[config.mk]
export PLATFORM = sky130hd
export DESIGN_NAME = trace_walker
export DESIGN_NICKNAME = d
export VERILOG_FILES = /design/src/rtl/trace_pkg.sv /design/src/rtl/trace_start_sel.sv /design/src/rtl/trace_bound.sv /design/src/rtl/trace_step_decode.sv /design/src/rtl/trace_walker.sv
export SDC_FILE = /design/constraint.sdc
export NUM_CORES = 1
export LEC_CHECK = 0
export BUFFER_PORTS_ARGS = -buffer_cell sky130_fd_sc_hd__buf_2
export CORE_MARGIN = 1
export CORE_UTILIZATION = 56
export DETAILED_ROUTE_END_ITERATION = 10
export PLACE_DENSITY = 0.95
export SLEW_MARGIN = 20
export SYNTH_ARGS = -nofsm -noshare
export SYNTH_HDL_FRONTEND = slang
export SYNTH_SLANG_ARGS = --single-unit
[constraint.sdc]
create_clock -name clk -period 9.89 [get_ports clk]
set_input_delay 1.978 -clock clk [delete_from_list [all_inputs] [get_ports clk]]
set_output_delay 1.978 -clock clk [all_outputs]
set_load 0.005 [all_outputs]
[src/rtl/trace_pkg.sv]
package trace_pkg;

   localparam int PTR_W = 5;

   typedef enum logic [1:0] {
      MV_END = 2'd0,
      MV_MMI = 2'd1,
      MV_DEL = 2'd2,
      MV_INS = 2'd3
   } move_e;

   typedef enum logic [1:0] {
      TS_MM  = 2'd0,
      TS_INS = 2'd1,
      TS_DEL = 2'd2
   } tstate_e;

   typedef enum logic [1:0] {
      MODE_GLOBAL  = 2'd0,
      MODE_LOCAL   = 2'd1,
      MODE_SEMI    = 2'd2,
      MODE_OVERLAP = 2'd3
   } mode_e;

   typedef enum logic [1:0] {
      PH_IDLE = 2'd0,
      PH_LOOK = 2'd1,
      PH_WAIT = 2'd2
   } phase_e;

   localparam logic [2:0] DIR_END  = 3'd0;
   localparam logic [2:0] DIR_DIAG = 3'd1;
   localparam logic [2:0] DIR_UP   = 3'd2;
   localparam logic [2:0] DIR_LEFT = 3'd3;

   localparam int PB_INS_EXT = 3;
   localparam int PB_DEL_EXT = 4;

endpackage

[src/rtl/trace_start_sel.sv]
module trace_start_sel
   import trace_pkg::*;
#(
   parameter int RW      = 9,
   parameter int CW      = 9,
   parameter int SCORE_W = 16
) (
   input  logic [1:0]         mode,
   input  logic [RW-1:0]      qry_len,
   input  logic [CW-1:0]      ref_len,
   input  logic [RW-1:0]      best_row,
   input  logic [CW-1:0]      best_col,
   input  logic [CW-1:0]      bot_col,
   input  logic [SCORE_W-1:0] bot_score,
   input  logic [RW-1:0]      rcol_row,
   input  logic [SCORE_W-1:0] rcol_score,
   output logic [RW-1:0]      srow,
   output logic [CW-1:0]      scol
);

   logic rcol_wins;

   // signed compare; a tie goes to the bottom-row candidate
   assign rcol_wins = $signed(rcol_score) > $signed(bot_score);

   always_comb begin
      srow = qry_len;
      scol = ref_len;
      case (mode)
         MODE_GLOBAL: begin
            srow = qry_len;
            scol = ref_len;
         end
         MODE_LOCAL: begin
            srow = best_row;
            scol = best_col;
         end
         MODE_SEMI: begin
            srow = qry_len;
            scol = bot_col;
         end
         default: begin
            if (rcol_wins) begin
               srow = rcol_row;
               scol = ref_len;
            end else begin
               srow = qry_len;
               scol = bot_col;
            end
         end
      endcase
   end

endmodule

[src/rtl/trace_bound.sv]
module trace_bound
   import trace_pkg::*;
#(
   parameter int RW = 9,
   parameter int CW = 9
) (
   input  logic [1:0]    mode,
   input  logic [RW-1:0] row,
   input  logic [CW-1:0] col,
   output logic          stop,
   output logic          forced,
   output logic [1:0]    forced_mv
);

   logic row_z;
   logic col_z;

   assign row_z = (row == '0);
   assign col_z = (col == '0);

   always_comb begin
      stop      = 1'b0;
      forced    = 1'b0;
      forced_mv = MV_END;
      case (mode)
         MODE_GLOBAL: begin
            stop = row_z && col_z;
            if (!stop && row_z) begin
               forced    = 1'b1;
               forced_mv = MV_INS;
            end else if (!stop && col_z) begin
               forced    = 1'b1;
               forced_mv = MV_DEL;
            end
         end
         MODE_SEMI: begin
            stop = row_z;
            if (!row_z && col_z) begin
               forced    = 1'b1;
               forced_mv = MV_DEL;
            end
         end
         default: begin
            stop = row_z || col_z;
         end
      endcase
   end

endmodule

[src/rtl/trace_step_decode.sv]
module trace_step_decode
   import trace_pkg::*;
#(
   parameter bit AFFINE = 1'b1
) (
   input  logic [1:0]       tstate,
   input  logic [PTR_W-1:0] ptr,
   output logic [1:0]       mv,
   output logic [1:0]       nstate,
   output logic             dec_row,
   output logic             dec_col
);

   logic [2:0] dir;
   assign dir = ptr[2:0];

   generate
      if (AFFINE) begin : g_affine
         logic ins_ext;
         logic del_ext;
         assign ins_ext = ptr[PB_INS_EXT];
         assign del_ext = ptr[PB_DEL_EXT];

         always_comb begin
            mv      = MV_END;
            nstate  = TS_MM;
            dec_row = 1'b0;
            dec_col = 1'b0;
            case (tstate)
               TS_DEL: begin
                  mv      = MV_DEL;
                  dec_row = 1'b1;
                  nstate  = del_ext ? TS_DEL : TS_MM;
               end
               TS_INS: begin
                  mv      = MV_INS;
                  dec_col = 1'b1;
                  nstate  = ins_ext ? TS_INS : TS_MM;
               end
               default: begin
                  case (dir)
                     DIR_DIAG: begin
                        mv      = MV_MMI;
                        dec_row = 1'b1;
                        dec_col = 1'b1;
                     end
                     DIR_UP: begin
                        mv      = MV_DEL;
                        dec_row = 1'b1;
                        nstate  = del_ext ? TS_DEL : TS_MM;
                     end
                     DIR_LEFT: begin
                        mv      = MV_INS;
                        dec_col = 1'b1;
                        nstate  = ins_ext ? TS_INS : TS_MM;
                     end
                     default: mv = MV_END;
                  endcase
               end
            endcase
         end
      end else begin : g_linear
         logic [1:0] unused_bits;
         assign unused_bits = ptr[PTR_W-1:3] ^ tstate;

         always_comb begin
            mv      = MV_END;
            nstate  = TS_MM;
            dec_row = 1'b0;
            dec_col = 1'b0;
            case (dir)
               DIR_DIAG: begin
                  mv      = MV_MMI;
                  dec_row = 1'b1;
                  dec_col = 1'b1;
               end
               DIR_UP: begin
                  mv      = MV_DEL;
                  dec_row = 1'b1;
               end
               DIR_LEFT: begin
                  mv      = MV_INS;
                  dec_col = 1'b1;
               end
               default: mv = MV_END;
            endcase
         end
      end
   endgenerate

endmodule

[src/rtl/trace_walker.sv]
module trace_walker
   import trace_pkg::*;
#(
   parameter int MAX_QRY = 256,
   parameter int MAX_REF = 256,
   parameter int SCORE_W = 16,
   parameter bit AFFINE  = 1'b1,
   localparam int RW = $clog2(MAX_QRY + 1),
   localparam int CW = $clog2(MAX_REF + 1),
   localparam int IW = $clog2(MAX_QRY + MAX_REF + 1)
) (
   input  logic               clk,
   input  logic               rst_n,
   input  logic               start,
   input  logic [1:0]         mode,
   input  logic [RW-1:0]      qry_len,
   input  logic [CW-1:0]      ref_len,
   input  logic [RW-1:0]      best_row,
   input  logic [CW-1:0]      best_col,
   input  logic [CW-1:0]      bot_col,
   input  logic [SCORE_W-1:0] bot_score,
   input  logic [RW-1:0]      rcol_row,
   input  logic [SCORE_W-1:0] rcol_score,
   output logic               rd_en,
   output logic [RW-1:0]      rd_row,
   output logic [CW-1:0]      rd_col,
   input  logic [PTR_W-1:0]   rd_ptr,
   output logic               mv_valid,
   output logic [1:0]         mv_code,
   output logic [IW-1:0]      mv_idx,
   output logic [RW-1:0]      start_row,
   output logic [CW-1:0]      start_col,
   output logic               busy,
   output logic               done
);

   // elaboration-time parameter checks
   if (MAX_QRY < 1) begin : g_bad_qry
      $error("MAX_QRY must be at least 1");
   end
   if (MAX_REF < 1) begin : g_bad_ref
      $error("MAX_REF must be at least 1");
   end
   if (SCORE_W < 2) begin : g_bad_score
      $error("SCORE_W must be at least 2");
   end

   logic [1:0]    phase;
   logic [1:0]    mode_q;
   logic [1:0]    tstate;
   logic [RW-1:0] row;
   logic [CW-1:0] col;
   logic [IW-1:0] cnt;

   logic [RW-1:0] srow;
   logic [CW-1:0] scol;
   logic          stop;
   logic          forced;
   logic [1:0]    forced_mv;
   logic [1:0]    dec_mv;
   logic [1:0]    nstate;
   logic          dec_row;
   logic          dec_col;

   trace_start_sel #(
      .RW      (RW),
      .CW      (CW),
      .SCORE_W (SCORE_W)
   ) u_start (
      .mode       (mode),
      .qry_len    (qry_len),
      .ref_len    (ref_len),
      .best_row   (best_row),
      .best_col   (best_col),
      .bot_col    (bot_col),
      .bot_score  (bot_score),
      .rcol_row   (rcol_row),
      .rcol_score (rcol_score),
      .srow       (srow),
      .scol       (scol)
   );

   trace_bound #(
      .RW (RW),
      .CW (CW)
   ) u_bound (
      .mode      (mode_q),
      .row       (row),
      .col       (col),
      .stop      (stop),
      .forced    (forced),
      .forced_mv (forced_mv)
   );

   trace_step_decode #(
      .AFFINE (AFFINE)
   ) u_dec (
      .tstate  (tstate),
      .ptr     (rd_ptr),
      .mv      (dec_mv),
      .nstate  (nstate),
      .dec_row (dec_row),
      .dec_col (dec_col)
   );

   assign busy   = (phase != PH_IDLE);
   assign rd_en  = (phase == PH_LOOK) && !stop && !forced;
   assign rd_row = row;
   assign rd_col = col;

   always_ff @(posedge clk or negedge rst_n) begin
      if (!rst_n) begin
         phase     <= PH_IDLE;
         mode_q    <= MODE_GLOBAL;
         tstate    <= TS_MM;
         row       <= '0;
         col       <= '0;
         cnt       <= '0;
         mv_valid  <= 1'b0;
         mv_code   <= MV_END;
         mv_idx    <= '0;
         start_row <= '0;
         start_col <= '0;
         done      <= 1'b0;
      end else begin
         mv_valid <= 1'b0;
         case (phase)
            PH_IDLE: begin
               if (start) begin
                  mode_q    <= mode;
                  row       <= srow;
                  col       <= scol;
                  start_row <= srow;
                  start_col <= scol;
                  cnt       <= '0;
                  done      <= 1'b0;
                  tstate    <= TS_MM;
                  phase     <= PH_LOOK;
               end
            end
            PH_LOOK: begin
               if (stop) begin
                  mv_valid <= 1'b1;
                  mv_code  <= MV_END;
                  mv_idx   <= cnt;
                  cnt      <= cnt + IW'(1);
                  done     <= 1'b1;
                  phase    <= PH_IDLE;
               end else if (forced) begin
                  mv_valid <= 1'b1;
                  mv_code  <= forced_mv;
                  mv_idx   <= cnt;
                  cnt      <= cnt + IW'(1);
                  tstate   <= TS_MM;
                  if (forced_mv == MV_INS) col <= col - CW'(1);
                  else                     row <= row - RW'(1);
               end else begin
                  phase <= PH_WAIT;
               end
            end
            PH_WAIT: begin
               mv_valid <= 1'b1;
               mv_code  <= dec_mv;
               mv_idx   <= cnt;
               cnt      <= cnt + IW'(1);
               if (dec_mv == MV_END) begin
                  done  <= 1'b1;
                  phase <= PH_IDLE;
               end else begin
                  if (dec_row) row <= row - RW'(1);
                  if (dec_col) col <= col - CW'(1);
                  tstate <= nstate;
                  phase  <= PH_LOOK;
               end
            end
            default: phase <= PH_IDLE;
         endcase
      end
   end

endmodule

==> flow_summary.toml, run 1 <==
[placed_design]
port_buffers = 147
dpl.cell_count = 748
dp_slack_ns = 5.08
dp_hpwl_mm = 9.61
finalWeightedCongestion = 1.01

[cells_and_area]
fin_cells = 764
layout-drive-gt1-share = 0.304
final_nets = 784
insertedDiodeCount = 0
syn_to_final_growth_pct = 21.1

[grt]
grt_pass1_vias = 4379
grt_pass1_wl_mm = 20.4
antenna_found_initial = 0
met2_usage = 0.504
top_usage_layer = "met2"
grt_max_degree = 67
grtUsageMet1 = 0.377
grt_use_met3 = 0.0468
track_usage = 0.298
grt-ovfl-total = 0

[clocking]
htreeDepth = 3
numCtsBuffers = 9
clockRootBuffer = "clkbuf_8"
holdBufCountCts = 0
clk_latency_ns = 0.35
cts_max_path_buffers = 2
cts_sinks = 66
path_clk_slew_ns = 0.08
cts_tree = "done"
cts_resized = 0
cts_setup_buffers = 0

[logic_synthesis]
async_flop_share = 1.00
ys_warn_count = 0
synth_nets = 650
syn_avg_cell_area_um2 = 8.82
synth_edf_count = 0
ys_seq_area_frac = 0.358
synthDistinctLibCells = 75
yosys-top-cells-count = "dfrtp_1 (66), nand2_1 (42), o21ai_0 (35), inv_1 (34), ha_1 (31)"
netlist_top_cells_area = "dfrtp_1 (36%), ha_1 (8.4%), o21ai_0 (3.8%)"
ys.flop_type = "dfrtp_1"
synth.most_common_cell = "dfrtp_1"
synthCells = 523
netlist_area_mm2 = 0.00461
synth_top_area_frac = 0.358
ys_ff_latch = 66
synth.largest_area_cell = "dfrtp_1"

[worst_setup_path]
reg2reg_slack_ns = 5.99
crit_path_end_kind = "output pin"
required_ns = 7.91
path_cells = "or4_1, nor2_1, nand3_1, ha_1, or2_2, a21oi_1, nor2_1, buf_2"
crit_path_frequent_cell = "nor2_1"
critical_path.top_delay_family = "simple AND/OR/NAND/NOR gates"
cp-start-kind = "register"
critPathSlowestCell = "or4_1"
cp_max_fo = 10
max_stage_delay_ns = 0.60
arrival_ns = 2.95
critPathBufInv = 1
crit_type = "reg2out"

[route]
vias = 4680
drc = 0
drt_iter0_drc = 254
ant_nets = 0
drt_first_pass_iters = 5
wire_per_inst_um = 16.4
routed_wl_mm = 12.6
vias_per_cell = 6.13

[die]
die_area_mm2 = 0.00861
fp.dieH_um = 92.8
ios = 148
die_w_um = 92.8
start_util = 0.588
core_area_mm2 = 0.00785
fp-row-count = 32

[timing]
setup_viol = 0
finalHoldViolCount = 0
max_freq_mhz = 203
drv_slew = 0
min_period_ns = 4.93
period_share = 0.498
setup_tns_ns = 0
tightest_slew_ns = 0.868
skew_ns = 0.0155
worst_slack_ns = 4.96
rsz0062_at_grt = "no"
slew_headroom = 0.421

[pwr]
power.leakage_nw = 2.74
max-vdd-ir-drop_mv = 0.0953
power_per_cell_area_mw_per_mm2 = 249
finalPower_w = 0.00139

[job]
cap_violations = 0

[status]
status = "finished, final reports clean"

[worst_hold_path]
hold_path.class = "reg2reg"
## worst register-to-register path, cell delays in order, from the launching register on
cell and delay [ns]:
dfrtp_1 0.47, or4_1 0.60, nor2_1 0.20, nand3_1 0.18, ha_1 0.32, or2_2 0.27, a21oi_1 0.29, a31oi_1 0.25
nand3b_1 0.57, a221oi_1 0.48, o21ai_0 0.14
## final timing paths
| path | depth (start not counted) | endpoint | startpoint |
|---|---|---|---|
| min in group asynchronous | 2 | rd_row[5]$_DFFE_PN0P_ | rst_n |
| setup reg to reg | 10 | rd_col[5]$_DFFE_PN0P_ | rd_col[3]$_DFFE_PN0P_ |
| hold reg to reg | 1 | mv_code[1]$_DFFE_PN0P_ | mv_code[1]$_DFFE_PN0P_ |
| hold / removal | 1 | mv_code[1]$_DFFE_PN0P_ | mv_code[1]$_DFFE_PN0P_ |
| setup / recovery | 8 | rd_en | rd_col[3]$_DFFE_PN0P_ |
| max in group asynchronous | 2 | cnt[3]$_DFFE_PN0P_ | rst_n |
## sequential cells by signal (all words and copies together), names as in the netlist
register / flops
mv_code: 2
mv_valid: 1
cnt: 10
done: 1
rd_col: 9
mv_idx: 10
rd_row: 9
start_col: 9
start_row: 9
tstate: 2
mode_q: 2
phase: 2
## stage by stage
step           instance area (um^2)  utilization  hold slack [ns]
2_1_floorplan                  4610            -            0.470
3_3_place_gp                   5370        0.684            0.457
3_5_place_dp                   5370        0.684            0.461
4_1_cts                        5580        0.711            0.478
5_1_grt                        5590        0.712            0.504
6_report                       5590        0.712            0.472
## metal layers
metal	share of wire	routed length [um]
met1	0.41	5180
met2	0.48	6080
met3	0.073	920
met4	0.030	378
met5	0	0
## power by group
group | total (W) | internal (W) | switching [W]
clock | 0.000242 | 0.000127 | 0.000115
sequential | 0.000479 | 0.000375 | 0.000104
combinational | 0.000668 | 0.000284 | 0.000384
## layout by cell type (no fill, tap or decap), types with 3 or more instances in the layout
cell	count
a21oi_1	23
nand4_1	5
nor4_1	3
or4_1	4
o21a_1	6
and2_1	3
nor2b_1	14
nor2_1	29
and3_1	13
or2_2	5
o22ai_1	9
o31ai_1	16
o21ai_0	35
clkbuf_8	10
nand2_1	41
a211oi_1	12
nor3_1	16
nand2b_1	7
xor2_1	3
ha_1	31
nand3_1	22
a21o_1	7
nor4_2	3
or3_1	8
a22o_1	4
a221oi_1	3
a22oi_1	6
a31oi_1	9
buf_2	147
inv_1	34
mux2_2	11
dfrtp_1	66
o21ai_1	3
## area by class of cell
type,count,area [um^2]
fillers,604,2260
flip-flops and latches,66,1650
inverters,35,131
clock inverters,6,72.6
clock buffers,10,138
repair buffers,148,743
multi-input cells,397,2720
well taps,102,128
## kinds of logic (layout without fill, tap and decap cells)
kind of cell	after synthesis	count (layout)	share of synthesized area
buffers and inverters	60	199	0.0531
muxes	13	13	0.0323
AOI/OAI and AO/OA	164	164	0.251
adders and majority gates	31	31	0.0841
and+or+nand+nor	184	184	0.212
xor gates and xnor gates	5	5	0.00949
DFF	66	66	0.358
(Power assumes the default switching activity.)
==> run 2: changes to the inputs <==
Settings changed: ABC_AREA set to 1, CORE_UTILIZATION 56 to 52, PLACE_DENSITY 0.95 to 0.9.
Clock period 9.89 ns to 4.8 ns, I/O delays scaled along.
==> run 2 against run 1 <==
- final area up 1.7%
- non-clock buffer count is the same
- sequential power is 100% higher
- critical endpoint unchanged
- register-to-register slack got worse by 4.3 ns
- clock-buffer cell count did not move
==> flow_summary.toml, run 2 <==
[status]
status = "finished, final reports clean"

[cells_and_area]
final_nets = 917
num-fill-cells = 781
reg_top3 = "cnt: 10 flops, mv_idx: 10 flops"
fin_cells = 903
insertedDiodeCount = 0
layout_commonest_cell = "buf_2"
seqCellArea_mm2 = 0.00165
layout-drive-gt1-share = 0.247
multi_input_area_mm2 = 0.00252
syn_to_final_growth_pct = 20.8
final_cell_mix = "buf_2 (147), nand2_1 (141), inv_1 (109)"

[timing]
max_freq_mhz = 283
drv_slew = 0
tightest_slew_ns = 0.926
slew_headroom = 0.379
finalHoldViolCount = 0
setup_viol = 0
period_share = 0.737
setup_tns_ns = 0
min_period_ns = 3.54
worst_slack_ns = 1.26
rsz0062_at_grt = "no"
skew_ns = 0.00799

[worst_setup_path]
cp_max_fo = 5
worstReg2RegStart = "rd_col[0]$_DFFE_PN0P_"
crit_type = "reg2out"
arrival_ns = 2.58
required_ns = 3.84
cp-start-kind = "register"
rr_endpoint = "rd_col[3]$_DFFE_PN0P_"
reg2reg_slack_ns = 1.70
crit_start = "rd_col[0]$_DFFE_PN0P_"
crit_path_end_kind = "output pin"
reg2reg_depth = 13

[die]
core_area_mm2 = 0.00876
die_area_mm2 = 0.00944
start_util = 0.537
fp.dieH_um = 97.1
ios = 148
die_w_um = 97.1
fp-row-count = 34

[logic_synthesis]
synthDistinctLibCells = 42
ys_warn_count = 0
ys_seq_area_frac = 0.351
synth_top_area_frac = 0.351
yosys-top-cells-count = "nand2_1 (141), inv_1 (109), dfrtp_1 (66), nor2_1 (59), nand3_1 (50)"
synth_edf_count = 0
synth_compound_gate_area_share = 0.147
synth.most_common_cell = "nand2_1"
ys.flop_type = "dfrtp_1"
syn_avg_cell_area_um2 = 7.24
muxShareOfSynthArea = 0
synthCells = 650
synth_nets = 777
synth.largest_area_cell = "dfrtp_1"
synth_top_family_by_area = "simple AND/OR/NAND/NOR gates"
netlist_area_mm2 = 0.00471
netlist_top_cells_area = "dfrtp_1 (35%), nand2_1 (11%), inv_1 (8.7%)"
async_flop_share = 1.00
synthSimpleGateAreaFrac = 0.295
synth_fa_ha_area_frac = 0.0824
ys_ff_latch = 66
yosys.area_share.xor_xnor = 0.0112

[clocking]
numCtsBuffers = 9
cts_sinks = 66
cts_setup_buffers = 0
htreeDepth = 3
cts_tree = "done"
path_clk_slew_ns = 0.07
clk_latency_ns = 0.34
clockRootBuffer = "clkbuf_8"
cts_resized = 0
holdBufCountCts = 0
cts_max_path_buffers = 2

[grt]
antenna_found_initial = 1
grt_max_degree = 37
grt_pass1_wl_mm = 20.4
grt-ovfl-total = 0
track_usage = 0.267
grt_pass1_vias = 4586

[worst_hold_path]
hp-start = "cnt[8]$_DFFE_PN0P_"
hold_path.class = "reg2reg"
holdPathStages = 1
hold_end = "cnt[8]$_DFFE_PN0P_"

[route]
vias_per_cell = 5.41
vias = 4883
routed_wl_mm = 12.6
drt_first_pass_iters = 6
ant_nets = 0
wire_per_inst_um = 13.9
drc = 0
drt_iter0_drc = 293

[job]
cap_violations = 0

[placed_design]
dp_hpwl_mm = 9.82
dpl.cell_count = 887
dp_slack_ns = 1.45
port_buffers = 147
finalWeightedCongestion = 1.01

[pwr]
power.leakage_nw = 3.10
power_per_cell_area_mw_per_mm2 = 534
max-vdd-ir-drop_mv = 0.225
==> run 2: critical path: stages (launching register included) <==
cell,delay (ns)
dfrtp_1,0.37
inv_1,0.15
ha_1,0.17
inv_1,0.03
nor4_1,0.50
inv_1,0.14
ha_1,0.33
o31ai_4,0.27
nor2_1,0.13
buf_2,0.14
==> run 2: cell families after synthesis <==
kind of cell	count (synthesis)
adder cells (fa/ha/maj)	31
AO/OA/AOI/OAI	116
XOR/XNOR	6
AND/OR/NAND/NOR	298
buffers and inverters	133
flip-flops	66
==> run 2: worst max-delay path by stage <==
stage	end	slack [ns]
2_1_floorplan	rd_en	1.98
3_3_place_gp	rd_col[1]$_DFFE_PN0P_	1.56
3_5_place_dp	rd_col[3]$_DFFE_PN0P_	1.45
4_1_cts	rd_en	1.22
5_1_grt	rd_en	1.02
6_report	rd_en	1.26
==> run 2: report_power, final <==
| part | internal [W] | switching [W] |
|---|---|---|
| registers | 0.000774 | 0.000197 |
| clock network | 0.000255 | 0.000222 |
| logic | 0.000593 | 0.000998 |
==> run 2: layout make-up <==
cell class,count,area share
Clock buffer,10,0.0242
Clock inverter,6,0.0117
Inverter,114,0.0753
Multi-Input combinational cell,451,0.444
Sequential cell,66,0.291
Tap cell,108,0.0238
Timing Repair Buffer,148,0.131
==> run 2: layer usage <==
metal | wire (um) | track usage
met2 | 6290 | 0.470
met1 | 5100 | 0.316
met3 | 800 | 0.0460
met4 | 384 | 0.124
met5 | 0 | 0
==> run 2: through the flow <==
stage                     area (um^2)   util  hold slack, ns  total power (W)
after floorplan                  4710      -           0.434          0.00207
after global placement           5480  0.625           0.447          0.00251
after detailed placement         5480  0.625           0.454          0.00255
after CTS                        5680  0.649           0.465          0.00305
after global routing             5680  0.649           0.496          0.00330
final                            5680  0.649           0.464          0.00304
==> run 3: changes to the inputs <==
Clock period 4.8 ns to 3.7 ns, I/O delays scaled along.
==> run 3 against run 2 <==
- global-route usage decreased by 0.17 points
- worst setup slack worse by 1.1 ns
- cell count up 0.44%
- utilization increased by 1.1 points
- clock-buffer cell count grew 1
- critical endpoint unchanged
- highest routed layer unchanged
==> flow_summary.toml, run 3 (synthesized netlist as in run 2, its figures left out) <==
[status]
status = "finished, final reports clean"

[clocking]
cts_tree = "done"
cts_setup_buffers = 0
path_clk_slew_ns = 0.07
cts_resized = 0
cts_max_path_buffers = 2
numCtsBuffers = 9
cts_sinks = 66
holdBufCountCts = 0
clk_latency_ns = 0.35
clockRootBuffer = "clkbuf_8"
htreeDepth = 3

[pwr]
max-vdd-ir-drop_mv = 0.327
power.leakage_nw = 3.15
power_per_cell_area_mw_per_mm2 = 716

[timing]
finalHoldViolCount = 0
tightest_slew_ns = 0.846
rsz0062_at_grt = "no"
min_period_ns = 3.52
drv_slew = 0
period_share = 0.951
max_freq_mhz = 284
setup_viol = 0
worst_slack_ns = 0.180
setup_tns_ns = 0
skew_ns = 0.0101
slew_headroom = 0.435

[die]
die_area_mm2 = 0.00944
fp.dieH_um = 97.1
start_util = 0.537
die_w_um = 97.1
core_area_mm2 = 0.00876
fp-row-count = 34
ios = 148

[grt]
grt_pass1_vias = 4408
track_usage = 0.265
grt_pass1_wl_mm = 20.2
grt-ovfl-total = 0
grt_max_degree = 37
antenna_found_initial = 0

[placed_design]
dp_hpwl_mm = 9.81
port_buffers = 147
dp_slack_ns = 0.528
finalWeightedCongestion = 1.08
placed_area_mm2 = 0.00551

[route]
vias = 4825
wire_per_inst_um = 13.9
drt_first_pass_iters = 6
routed_wl_mm = 12.6
ant_nets = 0
vias_per_cell = 5.32
drt_iter0_drc = 307
drc = 0

[worst_hold_path]
hold_path.class = "in2async"

[worst_setup_path]
cp_max_fo = 5
crit_path_end_kind = "output pin"
required_ns = 2.96
arrival_ns = 2.78
crit_type = "reg2out"
cp-start-kind = "register"

[cells_and_area]
layout-drive-gt1-share = 0.249
layout_commonest_cell = "buf_2"
final_nets = 921
insertedDiodeCount = 0
final_cell_mix = "buf_2 (147), nand2_1 (141), inv_1 (109)"
reg_top3 = "cnt: 10 flops, mv_idx: 10 flops"
syn_to_final_growth_pct = 22.7
num-fill-cells = 789
stdcell_area_mm2 = 0.00578

[job]
cap_violations = 0
[run 3: changes by cell type in the layout (fill, tap and decap cells not counted), sizes merged]
cell    previous run  this run
bufinv             1         4
clkinv             7         3
clkbuf            10        11
buf              148       152
[run 3: power by group]
| part | internal, W | total, W | switching (W) |
|---|---|---|---|
| logic | 0.000777 | 0.00207 | 0.00129 |
| registers | 0.00100 | 0.00126 | 0.000252 |
| clock network | 0.000534 | 0.000812 | 0.000279 |
[run 3: final timing paths]
check	start	endpoint	slack, ns	depth (start not counted)
min in group clk	cnt[9]$_DFFE_PN0P_	cnt[9]$_DFFE_PN0P_	0.47	1
setup reg to reg	rd_col[0]$_DFFE_PN0P_	rd_col[3]$_DFFE_PN0P_	0.49	13
setup / recovery	rd_col[0]$_DFFE_PN0P_	rd_en	0.18	12
hold / removal	rst_n	tstate[0]$_DFFE_PN0P_	0.47	1
max in group asynchronous	rst_n	start_col[1]$_DFFE_PN0P_	2.50	2
hold reg to reg	cnt[9]$_DFFE_PN0P_	cnt[9]$_DFFE_PN0P_	0.47	1
[run 3: critical path, cell delays in order (launching register included)]
cell     delay (ns)
dfrtp_1        0.37
inv_1          0.15
ha_1           0.17
inv_1          0.04
nor4_1         0.63
inv_1          0.15
ha_1           0.25
nor2_1         0.13
a21oi_1        0.07
o21a_1         0.16
nand2_1        0.10
nor2_1         0.07
buf_2          0.14
[run 3: layer usage]
| metal | wire length [um] | GRT usage |
|---|---|---|
| met5 | 0 | 0 |
| met4 | 359 | 0.118 |
| met3 | 840 | 0.0410 |
| met2 | 6030 | 0.459 |
| met1 | 5350 | 0.326 |
[run 3: per-stage QoR]
stage	hold slack, ns	power (W)	util	std cells
after floorplan	0.434	0.00268	-	650
after global placement	0.448	0.00326	0.629	891
after detailed placement	0.456	0.00332	0.629	891
after CTS	0.465	0.00415	0.659	907
after global routing	0.494	0.00446	0.659	907
final	0.470	0.00414	0.659	907
[run 3: layout make-up]
type / count / area, um^2 / area share
multi-input cells: 451 / 2520 / 0.437
flip-flops and latches: 66 / 1650 / 0.286
repair buffers: 152 / 773 / 0.134
inverters: 114 / 428 / 0.0741
clock buffers: 11 / 141 / 0.0245
well taps: 108 / 135 / 0.0234
clock inverters: 5 / 125 / 0.0217
